`config.mk`:
```
export PLATFORM = sky130hd
export DESIGN_NAME = pin_dispatch_unit
export DESIGN_NICKNAME = d
export VERILOG_FILES = /design/src/rtl/pdu_pkg.sv /design/src/rtl/pdu_edge_capture.sv /design/src/rtl/pdu_line_pick.sv /design/src/rtl/pdu_target_resolve.sv /design/src/rtl/pin_dispatch_unit.sv
export SDC_FILE = /design/constraint.sdc
export NUM_CORES = 1
export LEC_CHECK = 0
export BUFFER_PORTS_ARGS = -buffer_cell sky130_fd_sc_hd__buf_2
export CORE_AREA = 2 2 262 264
export DETAILED_ROUTE_END_ITERATION = 12
export DIE_AREA = 0 0 264 266
export GPL_TIMING_DRIVEN = 0
export PLACE_DENSITY = 0.36
export REMOVE_ABC_BUFFERS = 1
export SLEW_MARGIN = 20
export SYNTH_ARGS = -nofsm -noshare
export SYNTH_HDL_FRONTEND = slang
export SYNTH_HIERARCHICAL = 1
export SYNTH_SLANG_ARGS = --single-unit
```
`constraint.sdc`:
```
create_clock -name clk -period 21 [get_ports clk]
set_input_delay 5.25 -clock clk [delete_from_list [all_inputs] [get_ports clk]]
set_output_delay 5.25 -clock clk [all_outputs]
set_load 0.005 [all_outputs]
```
`src/rtl/pdu_pkg.sv`:
```
package pdu_pkg;

   localparam int          ENTRY_W   = 23;
   localparam logic [2:0]  DM_LOWEST = 3'd1;
   localparam logic [2:0]  DM_EXTINT = 3'd7;
   localparam logic [7:0]  DEST_ALL  = 8'hFF;

   typedef struct packed {
      logic [7:0] dest;
      logic       mask;
      logic       trigger;
      logic       polarity;
      logic       logical;
      logic [2:0] dmode;
      logic [7:0] vector;
   } rte_t;

   typedef enum logic [1:0] {
      ST_IDLE,
      ST_RESOLVE,
      ST_FETCH,
      ST_SEND
   } pdu_state_t;

endpackage

```
`src/rtl/pdu_edge_capture.sv`:
```
module pdu_edge_capture #(
   parameter int NUM_LINES = 24
) (
   input  logic                 clk,
   input  logic                 rst_n,
   input  logic [NUM_LINES-1:0] pin_i,
   input  logic [NUM_LINES-1:0] clr_i,
   output logic [NUM_LINES-1:0] pend_o
);

   for (genvar g = 0; g < NUM_LINES; g++) begin : g_line
      logic level_q;
      logic pend_q;

      always_ff @(posedge clk) begin
         if (!rst_n) begin
            level_q <= 1'b0;
            pend_q  <= 1'b0;
         end else begin
            level_q <= pin_i[g];
            if (pin_i[g] && !level_q)
               pend_q <= 1'b1;
            else if (clr_i[g])
               pend_q <= 1'b0;
         end
      end

      assign pend_o[g] = pend_q;
   end

endmodule

```
`src/rtl/pdu_line_pick.sv`:
```
module pdu_line_pick #(
   parameter int NUM_LINES = 24,
   parameter int LINE_W    = 5
) (
   input  logic [NUM_LINES-1:0] pend_i,
   output logic                 any_o,
   output logic [LINE_W-1:0]    idx_o,
   output logic [NUM_LINES-1:0] onehot_o
);

   always_comb begin
      idx_o = '0;
      for (int i = NUM_LINES - 1; i >= 0; i--) begin
         if (pend_i[i])
            idx_o = LINE_W'(i);
      end
   end

   assign any_o    = |pend_i;
   assign onehot_o = pend_i & (~pend_i + NUM_LINES'(1));

endmodule

```
`src/rtl/pdu_target_resolve.sv`:
```
module pdu_target_resolve
   import pdu_pkg::*;
#(
   parameter int NUM_CPUS = 4,
   parameter int OFFS_W   = 8
) (
   input  rte_t                  ent_i,
   input  logic [NUM_CPUS*8-1:0] ldr_i,
   input  logic [OFFS_W-1:0]     offset_i,
   output logic [NUM_CPUS-1:0]   set_o,
   output logic                  unicast_o,
   output logic                  bcast_o,
   output logic                  illegal_o,
   output logic                  rotate_o
);

   localparam int CNT_W = $clog2(NUM_CPUS + 1);

   logic [NUM_CPUS-1:0] match;
   logic [NUM_CPUS-1:0] pick;
   logic [CNT_W-1:0]    cnt;
   logic [OFFS_W-1:0]   sel;
   logic [OFFS_W-1:0]   seen;
   logic                lowest;

   for (genvar g = 0; g < NUM_CPUS; g++) begin : g_match
      assign match[g] = |(ldr_i[g*8 +: 8] & ent_i.dest);
   end

   always_comb begin
      cnt = '0;
      for (int i = 0; i < NUM_CPUS; i++)
         cnt = cnt + CNT_W'(match[i]);
   end

   assign sel = (cnt == '0) ? '0 : (offset_i % OFFS_W'(cnt));

   always_comb begin
      pick = '0;
      seen = '0;
      for (int i = 0; i < NUM_CPUS; i++) begin
         if (match[i]) begin
            if (seen == sel)
               pick[i] = 1'b1;
            seen = seen + OFFS_W'(1);
         end
      end
   end

   assign lowest    = (ent_i.dmode == DM_LOWEST);
   assign illegal_o = !ent_i.logical && lowest;
   assign bcast_o   = !ent_i.logical && (ent_i.dest == DEST_ALL);
   assign unicast_o = !ent_i.logical && !bcast_o && !illegal_o;
   assign rotate_o  = ent_i.logical && lowest && (cnt != '0);

   always_comb begin
      if (ent_i.logical)
         set_o = lowest ? pick : match;
      else if (bcast_o)
         set_o = '1;
      else
         set_o = '0;
   end

endmodule

```
`src/rtl/pin_dispatch_unit.sv`:
```
module pin_dispatch_unit
   import pdu_pkg::*;
#(
   parameter int NUM_LINES = 24,
   parameter int NUM_CPUS  = 4,
   parameter int OFFS_W    = 8
) (
   input  logic                           clk,
   input  logic                           rst_n,
   input  logic [NUM_LINES-1:0]           pin_i,
   input  logic [NUM_LINES*ENTRY_W-1:0]   rte_i,
   input  logic [NUM_CPUS*8-1:0]          cpu_ldr_i,
   input  logic [NUM_CPUS*8-1:0]          cpu_id_i,
   output logic                           ext_req_o,
   input  logic                           ext_ack_i,
   input  logic [7:0]                     ext_vec_i,
   output logic                           msg_valid_o,
   input  logic                           msg_ready_i,
   output logic [7:0]                     msg_target_o,
   output logic [7:0]                     msg_vector_o,
   output logic [2:0]                     msg_dmode_o,
   output logic                           msg_logical_o,
   output logic                           msg_level_o,
   output logic                           msg_trigger_o,
   output logic                           err_o
);

   localparam int LINE_W = (NUM_LINES > 1) ? $clog2(NUM_LINES) : 1;
   localparam int CPU_W  = (NUM_CPUS > 1) ? $clog2(NUM_CPUS) : 1;

   if (NUM_CPUS < 1 || NUM_CPUS > 8) begin : g_bad_cpus
      $error("pin_dispatch_unit: NUM_CPUS must be 1..8");
   end
   if (NUM_LINES < 1 || NUM_LINES > 255) begin : g_bad_lines
      $error("pin_dispatch_unit: NUM_LINES must be 1..255");
   end
   if (OFFS_W < 4) begin : g_bad_offs
      $error("pin_dispatch_unit: OFFS_W must be at least 4");
   end

   pdu_state_t           state_q;
   rte_t                 ent_q;
   rte_t                 ent_pick;
   logic [7:0]           vec_q;
   logic [NUM_CPUS-1:0]  set_q;
   logic                 unicast_q;
   logic                 bcast_q;
   logic [OFFS_W-1:0]    offset_q;
   logic                 err_q;

   logic [NUM_LINES-1:0] pend;
   logic [NUM_LINES-1:0] clr;
   logic [NUM_LINES-1:0] pick_onehot;
   logic [LINE_W-1:0]    pick_idx;
   logic                 pick_any;

   logic [NUM_CPUS-1:0]  res_set;
   logic                 res_unicast;
   logic                 res_bcast;
   logic                 res_illegal;
   logic                 res_rotate;

   logic [NUM_CPUS-1:0]  low_bit;
   logic [CPU_W-1:0]     cur_idx;
   logic                 last_msg;
   logic                 fire;

   pdu_edge_capture #(
      .NUM_LINES (NUM_LINES)
   ) u_edge (
      .clk    (clk),
      .rst_n  (rst_n),
      .pin_i  (pin_i),
      .clr_i  (clr),
      .pend_o (pend)
   );

   pdu_line_pick #(
      .NUM_LINES (NUM_LINES),
      .LINE_W    (LINE_W)
   ) u_pick (
      .pend_i   (pend),
      .any_o    (pick_any),
      .idx_o    (pick_idx),
      .onehot_o (pick_onehot)
   );

   pdu_target_resolve #(
      .NUM_CPUS (NUM_CPUS),
      .OFFS_W   (OFFS_W)
   ) u_resolve (
      .ent_i     (ent_q),
      .ldr_i     (cpu_ldr_i),
      .offset_i  (offset_q),
      .set_o     (res_set),
      .unicast_o (res_unicast),
      .bcast_o   (res_bcast),
      .illegal_o (res_illegal),
      .rotate_o  (res_rotate)
   );

   assign ent_pick = rte_i[pick_idx*ENTRY_W +: ENTRY_W];
   assign clr      = (state_q == ST_IDLE) ? pick_onehot : '0;

   assign low_bit  = set_q & (~set_q + NUM_CPUS'(1));

   always_comb begin
      cur_idx = '0;
      for (int i = NUM_CPUS - 1; i >= 0; i--) begin
         if (set_q[i])
            cur_idx = CPU_W'(i);
      end
   end

   assign fire     = (state_q == ST_SEND) && msg_ready_i;
   assign last_msg = unicast_q || ((set_q & ~low_bit) == '0);

   always_ff @(posedge clk) begin
      if (!rst_n) begin
         state_q   <= ST_IDLE;
         ent_q     <= '0;
         vec_q     <= '0;
         set_q     <= '0;
         unicast_q <= 1'b0;
         bcast_q   <= 1'b0;
         offset_q  <= '0;
         err_q     <= 1'b0;
      end else begin
         err_q <= 1'b0;
         unique case (state_q)
            ST_IDLE: begin
               if (pick_any) begin
                  ent_q   <= ent_pick;
                  state_q <= ST_RESOLVE;
               end
            end
            ST_RESOLVE: begin
               if (ent_q.mask) begin
                  state_q <= ST_IDLE;
               end else if (res_illegal) begin
                  err_q   <= 1'b1;
                  state_q <= ST_IDLE;
               end else begin
                  set_q     <= res_set;
                  unicast_q <= res_unicast;
                  bcast_q   <= res_bcast;
                  if (res_rotate)
                     offset_q <= offset_q + OFFS_W'(1);
                  if (!res_unicast && (res_set == '0)) begin
                     state_q <= ST_IDLE;
                  end else if (ent_q.dmode == DM_EXTINT) begin
                     state_q <= ST_FETCH;
                  end else begin
                     vec_q   <= ent_q.vector;
                     state_q <= ST_SEND;
                  end
               end
            end
            ST_FETCH: begin
               if (ext_ack_i) begin
                  vec_q   <= ext_vec_i;
                  state_q <= ST_SEND;
               end
            end
            ST_SEND: begin
               if (fire) begin
                  set_q <= set_q & ~low_bit;
                  if (last_msg) begin
                     unicast_q <= 1'b0;
                     state_q   <= ST_IDLE;
                  end
               end
            end
            default: state_q <= ST_IDLE;
         endcase
      end
   end

   always_comb begin
      if (unicast_q)
         msg_target_o = ent_q.dest;
      else if (bcast_q)
         msg_target_o = 8'(cur_idx);
      else
         msg_target_o = cpu_id_i[cur_idx*8 +: 8];
   end

   assign ext_req_o     = (state_q == ST_FETCH);
   assign msg_valid_o   = (state_q == ST_SEND);
   assign msg_vector_o  = vec_q;
   assign msg_dmode_o   = ent_q.dmode;
   assign msg_logical_o = ent_q.logical;
   assign msg_level_o   = ent_q.polarity;
   assign msg_trigger_o = ent_q.trigger;
   assign err_o         = err_q;

endmodule

```
==> metrics <==
P&R area growth vs syn=41.78%; Synth top area share=16.05%; chip width=264 um; initial core utilization=17.68%; post-synth cell types=105; die area=70220 um^2; # rows=96; status=completed; largest net degree at the start of global routing=49; fin nets=2690; dpl cells=2875; startpoint types=input port; Max-cap violations=0; Seq/Total Area, Yosys=16.05%; Worst EP arrival=20650 ps; FF-to-FF End=msg_vector_o[4]; post-synth top area cell=dfxtp_1; Clock Latency Late Sink=400 ps; dominant cells by area after synthesis=dfxtp_1, mux2i_1, mux2_2, a21oi_1, mux4_2; syn_area_per_cell=8.528 um^2; layout cells sized above 1=47.55%; Setup Viol. Count Final=0; Worst R2R Start=ent_q[20]; Crit Path Category=input port to flop; DR DRC count=0; Final Core Density=25.06%; period utilisation layout=97.10%; vias per cell=4.803; asr flop ratio synth=0%; FF-to-FF path depth=61; Worst Hold Depth=2; wirelength, routed=74.01 mm; Worst Hold Class=flop to flop; Syn Inst Count=1404; Worst Hold Path EP=u_edge/g_line[20].pend_q; Routed WL per cell=25.32 um; grt met2 use=34.02%; met1 usage=23.45%; Max Buffers Root-to-Sink=2; 1st-iter DRT viols=818; htree depth=3; Port-buffer cells=676; number of synthesized flops with an enable pin=0; Fin Clk Skew=21.25 ps; Core Footprint=67750 um^2; Clock Pin Slew Worst Setup and Hold Paths=80 ps; non-filler cells, final=2923; Num Clock Sinks=96; root buf cell=clkbuf_16; CTS Hold Buffers Added=0; crit-path max FO=8; GR Util met3=6.553%; placed cell area=16450 um^2; worst slew pin tran=1047 ps; reg2reg setup slack=4980 ps; Ports=677; detailed placer's ending HPWL=62.50 mm; Worst Setup End Kind=flop; Min-Delay Startpoint=u_edge/g_line[20].level_q; Min Clock Period, post-route=20390 ps; GP Congestion=0.9175; synthesized flop and latch total=96; commonest non-fill, non-tap cell in the layout=buf_2; GR peak layer=met2; critical path's most frequent cell=ha_1; Final Hold Fails=0; via count=14040; commonest non-fill, non-tap cells in the layout=buf_2, mux2i_1, a21oi_1; first-pass GRT wire length=101.2 mm; TNS Setup=0 ps; initial antenna violation count=57; remaining antenna violation count=0; required time worst endpoint=21260 ps; Yosys warning total=6; largest stage delay on the critical path=580 ps; TritonRoute pass-1 iters=7; CTS tree=done; number of buffers created by CTS=9; Slew HR=30.21%; vias in the first global route=14080; gr usage total=20.19%; Syn Std Cell Area=11970 um^2; prevailing post-synth register cell=dfxtp_1; Max Clock Freq=49.04 MHz; Die Ht=266 um; CP max stage cell=or4_1; Slew Limit Fails=0; grt ovf=0; final instance area=16980 um^2
==> final cells by class <==
| class | instances | area, um^2 |
|---|---|---|
| sequential | 96 | 1922 |
| clock buffer | 10 | 229.0 |
| antenna | 22 | 55.05 |
| inverter | 33 | 125.1 |
| timing repair buffer | 716 | 4139 |
| tap | 882 | 1104 |
| fill | 7559 | 50770 |
| clock inverter | 6 | 51.30 |
| multi-input combinational | 1158 | 9351 |
==> worst max path at each step <==
stage,from,endpoint,slack (ps)
finish,cpu_ldr_i[10],msg_vector_o[4],610
global route,cpu_ldr_i[10],msg_vector_o[5],-40
CTS,cpu_ldr_i[5],msg_vector_o[7],30
detailed placement,cpu_ldr_i[24],msg_vector_o[4],-860
global placement,u_edge/g_line[6].pend_q,ent_q[1],-7280
floorplan,u_edge/g_line[6].pend_q,ent_q[16],1400
==> state kept, by name (all words and copies together) (netlist names), 3 cells and up, named ones only <==
signal                 cells
u_edge/g_line.level_q     24
u_edge/g_line.pend_q      24
ent_q                     17
msg_vector_o               8
offset_q                   8
set_q                      4
msg_dmode_o                3
==> through the flow <==
stage | setup slack [ps] | hold WS, ps
2_1_floorplan | 1401 | 465.4
3_3_place_gp | -7281 | 480.1
3_5_place_dp | -857.2 | 477.9
4_1_cts | 25.55 | 493.7
5_1_grt | -43.87 | 513.5
6_report | 609.1 | 488.6
==> synth_stat cells (11+ instances only) <==
| cell | n |
|---|---|
| nand3_1 | 19 |
| a2111oi_2 | 15 |
| buf_2 | 31 |
| nand2b_1 | 61 |
| and2_1 | 60 |
| dfxtp_1 | 96 |
| o21ai_0 | 43 |
| clkbuf_1 | 24 |
| nand2_1 | 38 |
| and3_1 | 11 |
| nor2_1 | 94 |
| a22oi_1 | 41 |
| buf_6 | 13 |
| inv_1 | 32 |
| mux2_2 | 118 |
| a31oi_1 | 14 |
| a21oi_1 | 134 |
| ha_1 | 22 |
| mux2i_1 | 137 |
| nor2b_1 | 33 |
| nor3_1 | 20 |
| mux4_2 | 29 |
| buf_4 | 45 |
| nand4_1 | 11 |
| a21boi_0 | 13 |
| o22ai_1 | 49 |
| a21boi_1 | 11 |
==> cells by family after synthesis <==
kind of cell,count (synthesis),synth area share [%]
buffers and inverters,150,7.273
AND/OR/NAND/NOR,407,19.61
AO/OA/AOI/OAI,423,24.86
flip-flops,96,16.05
adder cells (fa/ha/maj),26,2.811
XOR/XNOR,16,1.170
multiplexers,286,28.22
==> metal layers <==
layer  wire, um  part of all wire, %
met3       6297                  8.5
met5        168                 0.23
met1      29790                   40
met4       2504                  3.4
met2      35260                   48
==> critical path, delay by kind of cell <==
family	cells	cell delay, ps
multiplexers	4	1180
AND/OR/NAND/NOR	20	4800
AO/OA/AOI/OAI	20	4610
buffers and inverters	9	1070
adder cells (fa/ha/maj)	10	3510
XOR/XNOR	1	170
==> timing repair <==
action                                  in CTS  in global routing
gates resized for setup                      5                 15
buffers inserted                             0                 10
pin swaps                                    0                  5
endpoints found under the setup margin      10                 14
Power is left out: the tool's default activity adds up to more than one toggle a clock period on the data nets, which glitch-free logic cannot reach.
